==> src/rtl/timer_pkg.sv <==
package timer_pkg;
  localparam int unsigned DATA_W = 8;
  localparam int unsigned NUM_TAPS = 4;

  typedef enum logic [1:0] {
    RegDiv = 2'd0,
    RegCnt = 2'd1,
    RegMod = 2'd2,
    RegCtl = 2'd3
  } reg_sel_e;

  typedef struct packed {
    logic       en;
    logic [1:0] rate;
  } ctl_t;

  // divider bit watched for each rate code
  function automatic int unsigned tap_bit(input int unsigned rate);
    case (rate)
      0:       return 9;
      1:       return 3;
      2:       return 5;
      default: return 7;
    endcase
  endfunction
endpackage

==> src/rtl/timer_divider.sv <==
module timer_divider #(
  parameter int unsigned DIV_W = 16
) (
  input  logic             clk_i,
  input  logic             rst_ni,
  input  logic             clr_i,
  output logic [DIV_W-1:0] div_o
);
  logic [DIV_W-1:0] div_q;

  always_ff @(posedge clk_i or negedge rst_ni) begin
    if (!rst_ni)    div_q <= '0;
    else if (clr_i) div_q <= '0;
    else            div_q <= div_q + 1'b1;
  end

  assign div_o = div_q;
endmodule

==> src/rtl/timer_tap_edge.sv <==
module timer_tap_edge #(
  parameter int unsigned NUM_TAPS = 4,
  localparam int unsigned SEL_W = $clog2(NUM_TAPS)
) (
  input  logic                clk_i,
  input  logic                rst_ni,
  input  logic [NUM_TAPS-1:0] taps_i,
  input  logic                en_i,
  input  logic [SEL_W-1:0]    rate_i,
  output logic                tick_o
);
  logic gated, gated_q;

  // enable is folded in before edge detection
  assign gated = en_i & taps_i[rate_i];

  always_ff @(posedge clk_i or negedge rst_ni) begin
    if (!rst_ni) gated_q <= 1'b0;
    else         gated_q <= gated;
  end

  assign tick_o = gated_q & ~gated;
endmodule

==> src/rtl/timer_counter.sv <==
module timer_counter #(
  parameter int unsigned W     = 8,
  parameter int unsigned DELAY = 4,
  localparam int unsigned DLY_W = $clog2(DELAY + 1)
) (
  input  logic             clk_i,
  input  logic             rst_ni,
  input  logic             tick_i,
  input  logic             wr_i,
  input  logic [W-1:0]     wdata_i,
  input  logic [W-1:0]     mod_i,
  output logic [W-1:0]     cnt_o,
  output logic [DLY_W-1:0] dly_o,
  output logic             irq_o
);
  localparam logic [DLY_W-1:0] DLY_LOAD = DLY_W'(DELAY);
  localparam logic [DLY_W-1:0] DLY_LAST = DLY_W'(1);

  logic [W-1:0]     cnt_q;
  logic [DLY_W-1:0] dly_q;
  logic             irq_q;

  always_ff @(posedge clk_i or negedge rst_ni) begin
    if (!rst_ni) begin
      cnt_q <= '0;
      dly_q <= '0;
      irq_q <= 1'b0;
    end else begin
      irq_q <= 1'b0;
      if (wr_i) begin
        cnt_q <= wdata_i;
        dly_q <= '0;
      end else if (dly_q != '0) begin
        dly_q <= dly_q - 1'b1;
        if (dly_q == DLY_LAST) begin
          cnt_q <= mod_i;
          irq_q <= 1'b1;
        end
      end else if (tick_i) begin
        if (cnt_q == '1) begin
          cnt_q <= '0;
          dly_q <= DLY_LOAD;
        end else begin
          cnt_q <= cnt_q + 1'b1;
        end
      end
    end
  end

  assign cnt_o = cnt_q;
  assign dly_o = dly_q;
  assign irq_o = irq_q;
endmodule

==> src/rtl/div_timer.sv <==
module div_timer
  import timer_pkg::*;
#(
  parameter int unsigned ADDR_W       = 16,
  parameter logic [ADDR_W-1:0] BASE_ADDR = 16'hFF04,
  parameter int unsigned DIV_W        = 16,
  parameter int unsigned RELOAD_DELAY = 4,
  localparam int unsigned DLY_W = $clog2(RELOAD_DELAY + 1)
) (
  input  logic              clk_i,
  input  logic              rst_ni,
  input  logic [ADDR_W-1:0] addr_i,
  input  logic              we_i,
  input  logic [DATA_W-1:0] wdata_i,
  output logic [DATA_W-1:0] rdata_o,
  output logic              irq_o
);
  logic              hit;
  reg_sel_e          sel;
  logic              wr_div, wr_cnt, wr_mod, wr_ctl;
  logic [DIV_W-1:0]  div_q;
  logic [DATA_W-1:0] cnt_q, tma_q;
  logic [DLY_W-1:0]  dly_q;
  ctl_t              ctl_q;
  logic [NUM_TAPS-1:0] taps;
  logic              tick;

  // window is four aligned bytes
  assign hit = (addr_i[ADDR_W-1:2] == BASE_ADDR[ADDR_W-1:2]);
  assign sel = reg_sel_e'(addr_i[1:0]);

  assign wr_div = we_i && hit && (sel == RegDiv);
  assign wr_cnt = we_i && hit && (sel == RegCnt);
  assign wr_mod = we_i && hit && (sel == RegMod);
  assign wr_ctl = we_i && hit && (sel == RegCtl);

  always_ff @(posedge clk_i or negedge rst_ni) begin
    if (!rst_ni) begin
      tma_q <= '0;
      ctl_q <= '0;
    end else begin
      if (wr_mod) tma_q <= wdata_i;
      if (wr_ctl) ctl_q <= ctl_t'(wdata_i[2:0]);
    end
  end

  timer_divider #(.DIV_W(DIV_W)) u_div (
    .clk_i (clk_i),
    .rst_ni(rst_ni),
    .clr_i (wr_div),
    .div_o (div_q)
  );

  for (genvar g = 0; g < NUM_TAPS; g++) begin : g_tap
    localparam int unsigned IDX = tap_bit(g);
    assign taps[g] = div_q[IDX];
  end

  timer_tap_edge #(.NUM_TAPS(NUM_TAPS)) u_edge (
    .clk_i (clk_i),
    .rst_ni(rst_ni),
    .taps_i(taps),
    .en_i  (ctl_q.en),
    .rate_i(ctl_q.rate),
    .tick_o(tick)
  );

  timer_counter #(.W(DATA_W), .DELAY(RELOAD_DELAY)) u_cnt (
    .clk_i  (clk_i),
    .rst_ni (rst_ni),
    .tick_i (tick),
    .wr_i   (wr_cnt),
    .wdata_i(wdata_i),
    .mod_i  (tma_q),
    .cnt_o  (cnt_q),
    .dly_o  (dly_q),
    .irq_o  (irq_o)
  );

  always_comb begin
    rdata_o = '0;
    if (hit) begin
      unique case (sel)
        RegDiv: rdata_o = div_q[DIV_W-1 -: DATA_W];
        RegCnt: rdata_o = cnt_q;
        RegMod: rdata_o = tma_q;
        RegCtl: rdata_o = {5'b11111, ctl_q};
        default: rdata_o = '0;
      endcase
    end
  end
endmodule

==> config.mk <==
export PLATFORM = sky130hd
export DESIGN_NAME = div_timer
export DESIGN_NICKNAME = d
export VERILOG_FILES = /design/src/rtl/timer_pkg.sv /design/src/rtl/timer_divider.sv /design/src/rtl/timer_tap_edge.sv /design/src/rtl/timer_counter.sv /design/src/rtl/div_timer.sv
export SDC_FILE = /design/constraint.sdc
export NUM_CORES = 1
export LEC_CHECK = 0
export ABC_AREA = 1
export BUFFER_PORTS_ARGS = -buffer_cell sky130_fd_sc_hd__clkbuf_2
export CAP_MARGIN = 10
export CORE_ASPECT_RATIO = 1.2
export CORE_MARGIN = 4
export CORE_UTILIZATION = 55
export DETAILED_ROUTE_END_ITERATION = 8
export GPL_TIMING_DRIVEN = 0
export MAX_ROUTING_LAYER = met4
export PLACE_DENSITY = 0.76
export SKIP_CTS_REPAIR_TIMING = 1
export SLEW_MARGIN = 15
export SYNTH_ARGS = -nofsm -noshare
export SYNTH_HDL_FRONTEND = slang
export SYNTH_HIERARCHICAL = 1
export SYNTH_SLANG_ARGS = --single-unit
==> constraint.sdc <==
create_clock -name clk_i -period 1.7 [get_ports clk_i]
set_input_delay 0.255 -clock clk_i [delete_from_list [all_inputs] [get_ports clk_i]]
set_output_delay 0.255 -clock clk_i [all_outputs]
set_load 0.01 [all_outputs]
==> summary.txt <==
# rows = 27
Final period util = 95.3%
top-area cell type share of the netlist area = 37.0%
total area of sequential cells = 1000 um2
ratio of cells with drive above 1 in the final layout = 25.2%
CORE AREA = 4660 um2
Initial DRT Pass Iterations = 5
outcome = finished clean
Max clock buf depth = 2
clk sink count = 40
# IOs = 36
Vias/cell = 5.22
maximum clock rate = 618 MHz
# diodes = 0
# placed instances = 483
number of DRC markers in iteration 0 = 118
PwrDens = 1130 nW/um2
worst min path class = input port to asynchronous set/reset pin
largest net degree at the start of global routing = 41
static leakage = 1.64 nW
MaxCap Viol Count = 0
setup ws final = 0.0806 ns
Final Setup Violations = 0
CP Class = input port to flop
pre-CTS setup slack = -0.448 ns
Area growth syn-to-layout = 15.0%
multi-input logic area = 1470 um2
input/output buffers = 33
total CTS buffers = 5
Ys Warns = 6
CTS root buffer = clkbuf_8
Post-DRT Antenna Nets = 0
Netlist cell types = 35
Clock Latency Late Sink = 0.29 ns
Post-synth EDFFs = 0
number of cells on the worst reg-to-reg path = 13
final net count = 465
Die Y = 84.9 um
global-route usage over all layers = 22.9%
Fill cells = 441
Area contributors post-synth = dfrtp_1, nand2_1, nor2_1, inv_1, nand3_1
routed length per instance = 12.9 um
R2R Setup Slk = 0.11 ns
Cell Area, Synth = 2710 um2
Reg clk slew, reported paths = 0.08 ns
vias in the first global route = 2532
relative slew slack = 32.4%
GP Congestion = 0.903
die footprint = 6110 um2
grt ovf = 0
CTS H-tree depth = 2
Via Count = 2586
FF-to-FF Start = ctl_q[0]
non-filler cells, final = 495
CTS tree = built
commonest non-fill, non-tap cells in the layout = nand2_1, nor2_1, inv_1
Synth Flop Type = dfrtp_1
first-pass GRT wire length = 11000 um
DR DRC count = 0
worst r2r dst = u_cnt/cnt_o[4]
critical path fanouts, max = 10
Max VDD drop = 0.000888 V
Syn Area/Cell = 6.91 um2
RSZ-0062 raised after global routing = yes
Pwr Total = 0.00351 W
Synth Register Bits = 40
Crit. End Element = flop
DP HPWL = 4930 um
clk_skew = 0.00801 ns
syn_nets = 421
Crit path required time = 1.89 ns
overall routed net length = 6380 um
Synth async-reset ratio = 100%
die width = 72.1 um
final hold violations = 0
commonest non-fill, non-tap cell in the layout = nand2_1
initial antenna violation count = 0
Final Util = 66.8%
Seq/Total Area, Yosys = 37.0%
Initial Util = 58.1%
Synth area leader = dfrtp_1
minimum clock period = 1.62 ns
worst slew pin tran = 1.01 ns
Worst EP arrival = 1.81 ns
Slew Viols, Final = 0
Hold Slack = 0.119 ns
startpoint types = input port
Mapped Cells = 392
per-stage QoR:
step                      cell area, um2  setup TNS, ns
after CTS                           3060         -0.708
final                               3110              0
after floorplan                     2710              0
after global placement              2950          -5.60
after detailed placement            2950          -6.17
after global routing                3110         -0.223
critical path, stage by stage:
cell      delay (ns)
clkbuf_2        0.08
nand2_1         0.04
nor2_1          0.12
nand2_2         0.10
nor2_8          0.17
nand3_2         0.13
nor2_4          0.18
inv_1           0.14
buf_2           0.22
nand3_1         0.10
nand2_1         0.11
nand2_1         0.11
a21oi_2         0.05
flip-flops by register name, indices dropped and copies added (netlist names):
register,flops
ctl_q,3
tma_q,8
u_cnt/cnt_o,8
u_cnt/dly_o,3
u_cnt/irq_o,1
u_div/div_o,16
u_edge/gated_q,1
logic make-up (layout without fill, tap and decap cells):
kind of cell,count (synthesis),in the layout,share of synthesized area (%)
AO/OA/AOI/OAI,36,36,8.18
buffers and inverters,58,103,9.61
AND/OR/NAND/NOR,253,253,43.3
flip-flops,40,40,37.0
XOR/XNOR,3,3,0.971
adder cells (fa/ha/maj),2,2,0.924
routing by layer:
| metal | global-route usage, % | routed length (um) |
|---|---|---|
| met1 | 25.4 | 2580 |
| met2 | 41.8 | 3450 |
| met5 | - | 0 |
| met4 | 7.69 | 132 |
| met3 | 2.49 | 214 |
worst max-delay path by stage:
stage | start | endpoint | cells past startpoint
floorplan | addr_i[7] | u_cnt/cnt_o[5] | 11
global placement | addr_i[7] | u_div/div_o[4] | 11
detailed placement | addr_i[5] | u_div/div_o[4] | 11
CTS | addr_i[5] | u_div/div_o[4] | 11
global route | addr_i[9] | u_cnt/cnt_o[7] | 13
finish | addr_i[9] | u_cnt/cnt_o[5] | 13
cell type report:
cell class / instances / share of cell area (%)
multi-input cells: 294 / 47.2
flip-flops and latches: 40 / 32.2
repair buffers: 37 / 6.27
inverters: 50 / 6.11
well taps: 58 / 2.33
plain buffers: 8 / 2.29
clock buffers: 5 / 2.21
clock inverters: 3 / 1.37
Yosys cell counts, drive strengths merged, types with 2 or more instances:
library cell and number:
inv 50, dfrtp 40, xor2 2, a21oi 17, buf 8, o21bai 3, nand3 28, nand2 133
o21ai 13, ha 2, nor2 73, nand4 16
report_power, final:
group | switching (W) | leakage, nW | internal [W]
sequential | 0.000207 | 0.511 | 0.00113
combinational | 0.000872 | 1.08 | 0.000520
clock | 0.000347 | 0.0541 | 0.000435
total | 0.00143 | 1.64 | 0.00208
Note: power is estimated with default switching activity, not from simulation.
